<file path="src/rtl/sm_addsub_pkg.sv">
package sm_addsub_pkg;

    typedef enum logic [1:0] {
        ST_IDLE   = 2'd0,
        ST_ARITH  = 2'd1,
        ST_FIX    = 2'd2,
        ST_FINISH = 2'd3
    } sm_state_t;

    typedef enum logic [1:0] {
        CMD_HOLD = 2'd0,
        CMD_ADD  = 2'd1,
        CMD_SUB  = 2'd2,
        CMD_FIX  = 2'd3
    } dp_cmd_t;

endpackage

</file>
<file path="src/rtl/sm_addsub_adder.sv">
module sm_addsub_adder #(
    parameter int W = 8
) (
    input  logic [W-1:0] x,
    input  logic [W-1:0] y,
    input  logic         cin,
    output logic [W-1:0] sum,
    output logic         cout
);
    logic [W:0] carry;

    assign carry[0] = cin;

    for (genvar i = 0; i < W; i++) begin : g_bit
        assign sum[i]     = x[i] ^ y[i] ^ carry[i];
        assign carry[i+1] = (x[i] & y[i]) | (carry[i] & (x[i] ^ y[i]));
    end

    assign cout = carry[W];
endmodule

</file>
<file path="src/rtl/sm_addsub_ctrl.sv">
module sm_addsub_ctrl
    import sm_addsub_pkg::*;
(
    input  logic    clk,
    input  logic    rst_n,
    input  logic    start,
    input  logic    op_sub,
    input  logic    signs_differ,
    output dp_cmd_t cmd,
    output logic    load_en,
    output logic    done
);
    sm_state_t state_q, state_d;
    logic      op_q;
    logic      eff_sub;

    assign eff_sub = signs_differ ^ op_q;

    // state register
    always_ff @(posedge clk) begin
        if (!rst_n) begin
            state_q <= ST_IDLE;
            op_q    <= 1'b0;
        end else begin
            state_q <= state_d;
            if (state_q == ST_IDLE && start) begin
                op_q <= op_sub;
            end
        end
    end

    // next state and outputs
    always_comb begin
        state_d = state_q;
        cmd     = CMD_HOLD;
        load_en = 1'b0;
        done    = 1'b0;
        unique case (state_q)
            ST_IDLE: begin
                load_en = 1'b1;
                if (start) begin
                    state_d = ST_ARITH;
                end
            end
            ST_ARITH: begin
                cmd     = eff_sub ? CMD_SUB : CMD_ADD;
                state_d = eff_sub ? ST_FIX : ST_FINISH;
            end
            ST_FIX: begin
                cmd     = CMD_FIX;
                state_d = ST_FINISH;
            end
            ST_FINISH: begin
                done    = 1'b1;
                state_d = ST_IDLE;
            end
            default: state_d = ST_IDLE;
        endcase
    end

    // done lasts a single cycle
    assert_done_pulse_R8: assert property (@(posedge clk) disable iff (!rst_n)
        done |=> !done);

    // arithmetic is only entered from idle
    assert_start_busy_R10: assert property (@(posedge clk) disable iff (!rst_n)
        (state_q != ST_IDLE) |=> (state_q != ST_ARITH));
endmodule

</file>
<file path="src/rtl/sm_addsub_datapath.sv">
module sm_addsub_datapath
    import sm_addsub_pkg::*;
#(
    parameter int W = 8
) (
    input  logic         clk,
    input  logic         rst_n,
    input  dp_cmd_t      cmd,
    input  logic         load_en,
    input  logic         load_a,
    input  logic [W-1:0] a_mag_in,
    input  logic         a_sign_in,
    input  logic         load_b,
    input  logic [W-1:0] b_mag_in,
    input  logic         b_sign_in,
    output logic [W-1:0] a_q,
    output logic         as_q,
    output logic         ovf_q,
    output logic         signs_differ
);
    localparam logic [W-1:0] ZERO = '0;

    logic [W-1:0] b_q;
    logic         bs_q;
    logic         e_q;
    logic [W-1:0] opx, opy, sum;
    logic         cin, cout;

    assign signs_differ = as_q ^ bs_q;

    // complementer in front of the single adder
    always_comb begin
        opx = a_q;
        opy = b_q;
        cin = 1'b0;
        unique case (cmd)
            CMD_ADD: begin
                opx = a_q;
                opy = b_q;
                cin = 1'b0;
            end
            CMD_SUB: begin
                opx = a_q;
                opy = ~b_q;
                cin = 1'b1;
            end
            CMD_FIX: begin
                opx = ~a_q;
                opy = ZERO;
                cin = 1'b1;
            end
            default: begin
                opx = a_q;
                opy = b_q;
                cin = 1'b0;
            end
        endcase
    end

    sm_addsub_adder #(.W(W)) adder_i (
        .x    (opx),
        .y    (opy),
        .cin  (cin),
        .sum  (sum),
        .cout (cout)
    );

    always_ff @(posedge clk) begin
        if (!rst_n) begin
            a_q   <= ZERO;
            as_q  <= 1'b0;
            b_q   <= ZERO;
            bs_q  <= 1'b0;
            e_q   <= 1'b0;
            ovf_q <= 1'b0;
        end else begin
            if (load_en && load_a) begin
                a_q  <= a_mag_in;
                as_q <= a_sign_in;
            end
            if (load_en && load_b) begin
                b_q  <= b_mag_in;
                bs_q <= b_sign_in;
            end
            unique case (cmd)
                CMD_ADD: begin
                    a_q   <= sum;
                    e_q   <= cout;
                    ovf_q <= cout;
                end
                CMD_SUB: begin
                    a_q   <= sum;
                    e_q   <= cout;
                    ovf_q <= 1'b0;
                end
                CMD_FIX: begin
                    if (!e_q) begin
                        a_q  <= sum;
                        as_q <= ~as_q;
                    end else if (a_q == ZERO) begin
                        as_q <= 1'b0;
                    end
                end
                default: ;
            endcase
        end
    end

    // a magnitude subtraction never leaves overflow set
    assert_sub_no_ovf_R4: assert property (@(posedge clk) disable iff (!rst_n)
        (cmd == CMD_SUB) |=> !ovf_q);

    // correction step never yields negative zero
    assert_no_neg_zero_R7: assert property (@(posedge clk) disable iff (!rst_n)
        (cmd == CMD_FIX) |=> !((a_q == ZERO) && as_q));

    // addition of magnitudes keeps the accumulator sign
    assert_add_keeps_sign_R3: assert property (@(posedge clk) disable iff (!rst_n)
        (cmd == CMD_ADD) |=> $stable(as_q));

    // second operand frozen while busy
    assert_load_ignored_R9: assert property (@(posedge clk) disable iff (!rst_n)
        !load_en |=> ($stable(b_q) && $stable(bs_q)));

    // no borrow means magnitude untouched by correction
    assert_fix_keeps_mag_R5: assert property (@(posedge clk) disable iff (!rst_n)
        (cmd == CMD_FIX && e_q) |=> $stable(a_q));
endmodule

</file>
<file path="src/rtl/sm_addsub_unit.sv">
module sm_addsub_unit
    import sm_addsub_pkg::*;
#(
    parameter int W = 8
) (
    input  logic         clk,
    input  logic         rst_n,
    input  logic         load_a,
    input  logic [W-1:0] a_mag_in,
    input  logic         a_sign_in,
    input  logic         load_b,
    input  logic [W-1:0] b_mag_in,
    input  logic         b_sign_in,
    input  logic         op_sub,
    input  logic         start,
    output logic [W-1:0] acc_mag,
    output logic         acc_sign,
    output logic         done,
    output logic         ovf
);
    dp_cmd_t cmd;
    logic    load_en;
    logic    signs_differ;

    sm_addsub_ctrl ctrl_i (
        .clk          (clk),
        .rst_n        (rst_n),
        .start        (start),
        .op_sub       (op_sub),
        .signs_differ (signs_differ),
        .cmd          (cmd),
        .load_en      (load_en),
        .done         (done)
    );

    sm_addsub_datapath #(.W(W)) dp_i (
        .clk          (clk),
        .rst_n        (rst_n),
        .cmd          (cmd),
        .load_en      (load_en),
        .load_a       (load_a),
        .a_mag_in     (a_mag_in),
        .a_sign_in    (a_sign_in),
        .load_b       (load_b),
        .b_mag_in     (b_mag_in),
        .b_sign_in    (b_sign_in),
        .a_q          (acc_mag),
        .as_q         (acc_sign),
        .ovf_q        (ovf),
        .signs_differ (signs_differ)
    );
endmodule

</file>
<file path="config.mk">
export PLATFORM = sky130hd
export DESIGN_NAME = sm_addsub_unit
export DESIGN_NICKNAME = d
export VERILOG_FILES = /design/src/rtl/sm_addsub_pkg.sv /design/src/rtl/sm_addsub_adder.sv /design/src/rtl/sm_addsub_ctrl.sv /design/src/rtl/sm_addsub_datapath.sv /design/src/rtl/sm_addsub_unit.sv
export SDC_FILE = /design/constraint.sdc
export NUM_CORES = 1
export LEC_CHECK = 0
export ABC_CLOCK_PERIOD_IN_PS = 7300
export BUFFER_PORTS_ARGS = -buffer_cell sky130_fd_sc_hd__buf_2
export CORE_MARGIN = 2
export CORE_UTILIZATION = 54
export DETAILED_ROUTE_END_ITERATION = 10
export PLACE_DENSITY = 0.78
export SYNTH_ARGS = -nofsm -noshare
export SYNTH_HDL_FRONTEND = slang
export SYNTH_HIERARCHICAL = 1
export SYNTH_SLANG_ARGS = --single-unit
</file>
<file path="constraint.sdc">
create_clock -name clk -period 7.3 [get_ports clk]
set_input_delay 1.46 -clock clk [delete_from_list [all_inputs] [get_ports clk]]
set_output_delay 1.46 -clock clk [all_outputs]
set_load 0.005 [all_outputs]
</file>
==> results by group <==
CTS
  • CTS Hold Bufs: 0
  • Clock insertion delay at the later pin of the skew report: 300 ps
  • CTS sink count: 23
  • Clock Tree Buf Depth: 2
  • Post-CTS resize count: 0
  • CTS tree: yes
  • CTS buffer count: 3
  • Post-CTS Setup Bufs: 0
  • H-tree depth: 1
  • Root Driver: clkbuf_4
  • Clock transition at path regs: 130 ps

Timing
  • Setup TNS: 0 ps
  • Fin Clk Skew: 4.35 ps
  • Fin crit period: 5870 ps
  • Worst slew margin relative to its limit: 0.379
  • Slew @ Worst Pin: 932 ps
  • Final Max Slew Viols: 0
  • Fmax: 170 MHz
  • Period Utilization, post-route: 0.804
  • RSZ-0062 raised after global routing: no
  • # setup viols final: 0
  • Final Hold Fails: 0

Floorplanning
  • IO Pins: 35
  • Initial core utilization: 0.574
  • DIE HEIGHT: 58.6 um
  • Core ar.: 0.00281 sq mm
  • Die area: 0.00343 sq mm
  • Die Span X: 58.6 um
  • Core Rows: 19

Critical path
  • Crit end category: register
  • WP data required: 7540 ps
  • Launch point of the worst path: ctrl_i/state_q[0]
  • Critical path data arrival time: 6100 ps
  • Worst setup SP type: register
  • CP max FO: 12
  • R2R Path Start: ctrl_i/state_q[0]
  • WS Path Type: reg2reg

Cells and area
  • # nets final: 248
  • Share of layout cells above drive strength 1: 0.221
  • Area of the multi-input gates: 0.00103 sq mm
  • Storage cell area: 460 sq um
  • Ant. Diodes: 0
  • # fillers: 259
  • Area delta synth->final: 11.2%
  • Post-route cell area: 0.00179 sq mm

Synthesis
  • Post-synthesis cell area: 0.00161 sq mm
  • Sequential area share after synthesis: 0.286
  • Area leader, netlist: dfxtp_1
  • Net Count, Synth: 220
  • Post-synth top flop: dfxtp_1
  • Warning count from the yosys run: 6
  • EDFF count, synth: 0
  • Most common cell in the netlist: a21boi_0
  • Synth top area cells: dfxtp_1 (29%), a21boi_0 (13%), fa_1 (10%)
  • Post-synthesis cell type count: 31
  • #FFs+latches synth: 23
  • Cells after Synth: 181
  • Synth Area per Inst: 8.89 sq um
  • Post-synth top cells: a21boi_0 (27), dfxtp_1 (23), inv_1 (17)
  • Post-synth ARST share: 0
  • Share of the synthesized area in the top cell type: 0.286

Global routing
  • Total grt overflow: 0
  • First-pass GRT wire length: 6090 um
  • Initial antenna violation count: 0
  • Total track usage: 0.225
  • Number of global-route vias before repair: 1352
  • Largest net degree at the start of global routing: 33

Routing
  • Pre-antenna DRT Iters: 7
  • Residual DRC: 3
  • Vias: 1344
  • Vias per Instance: 5.62
  • Routed length per instance: 14.1 um
  • Post-route ant nets: 0
  • Final WL: 3370 um
  • Drt initial violations: 81

Placed design
  • Count of input and output buffers: 34
  • Hpwl dp: 2600 um
  • GPL Wtd Cong: 0.891
  • Placed instance area: 0.00176 sq mm

Worst hold path
  • Hold Path Class: reg2reg
  • Worst Hold Launch: dp_i/b_q[2]

Status
  • Outcome: complete, but fails checks
  • Failing checks: design-rule violations

Run
  • MaxCap Viol Count: 0

Pwr
  • Pwr Density: 320 mW/mm^2
  • Maximum vdd drop: 0.000138 V
  • Lkg Pwr: 0.868 nW
==> final timing paths <==
check,to,slack [ps],cells after the start
worst max-delay path,dp_i/a_q[7],1430,21
worst min-delay path,dp_i/b_q[2],480,2
worst max register to register,dp_i/a_q[7],1430,21
worst min register to register,dp_i/b_q[2],480,2
==> power breakdown <==
group,internal (mW),total (mW),switching [mW]
Sequential,0.156,0.186,0.0300
Combinational,0.134,0.328,0.194
Clock,0.0213,0.0586,0.0373
==> cells by family after synthesis <==
family,synth area share
AOI/OAI and AO/OA,0.212
and+or+nand+nor,0.152
buffers and inverters,0.0739
DFF,0.286
adders and majority gates,0.154
xor gates and xnor gates,0.0544
muxes,0.0684
==> metrics by stage <==
step                      hold WS, ps  worst slack [ps]  cells   util  total power [mW]
after global placement            466              1780    235  0.628             0.494
final                             483              1430    239  0.638             0.572
after CTS                         486              1450    239  0.638             0.574
after global routing              516              1080    239  0.638             0.635
after detailed placement          466              1480    235  0.628             0.514
after floorplan                   449              2070    181      -             0.432
==> layout by cell type, fill, tap and decap left out <==
master	n
nand4_1	1
fa_1	8
buf_2	34
mux2_2	8
a21boi_0	27
clkbuf_4	3
nor4_1	2
o22ai_1	1
o211ai_1	8
clkbuf_1	1
a311o_1	1
and2_1	1
o21ai_0	9
nand4b_1	1
nor2b_1	3
nand2b_1	2
o221ai_1	1
nor2_1	1
nand2_1	16
a21o_1	1
dfxtp_1	23
and4_1	1
ha_1	7
nand3_1	10
nand2_2	1
xnor2_1	1
xor2_1	9
inv_1	17
mux2i_1	2
and3_1	8
==> cell type report <==
type,instances,area share
tap,31,0.0217
timing repair buffer,34,0.0951
clock buffer,4,0.0147
sequential,23,0.257
multi-input combinational,130,0.576
inverter,17,0.0357
==> flip-flops by register name, indices dropped and copies added, names as in the netlist <==
signal	count
ctrl_i/state_q	2
dp_i/as_q	1
dp_i/ovf_q	1
dp_i/b_q	8
ctrl_i/op_q	1
dp_i/bs_q	1
dp_i/a_q	8
dp_i/e_q	1
==> worst max-delay path, cell delays in order, from the launching register on <==
cell and delay, ps:
dfxtp_1 410, inv_1 80, ha_1 330, nand2_1 60, o21ai_0 290, ha_1 580
nor2_1 250, mux2_2 350, fa_1 430, inv_1 80, fa_1 150, inv_1 50
fa_1 370, fa_1 390, fa_1 400, fa_1 390, fa_1 360, inv_1 80
fa_1 410, inv_1 70, o211ai_1 80, a21boi_0 170
==> per-layer routing <==
layer / vias up / part of all wire / GRT usage / routed length, um
li1: 674 / - / - / -
met1: 629 / 0.43 / 0.286 / 1450
met2: 39 / 0.51 / 0.411 / 1720
met3: 2 / 0.055 / 0.0286 / 185
met4: 0 / 0.0056 / 0.0390 / 19
met5: - / 0 / 0 / 0
Power figures use the tool's default switching activity.
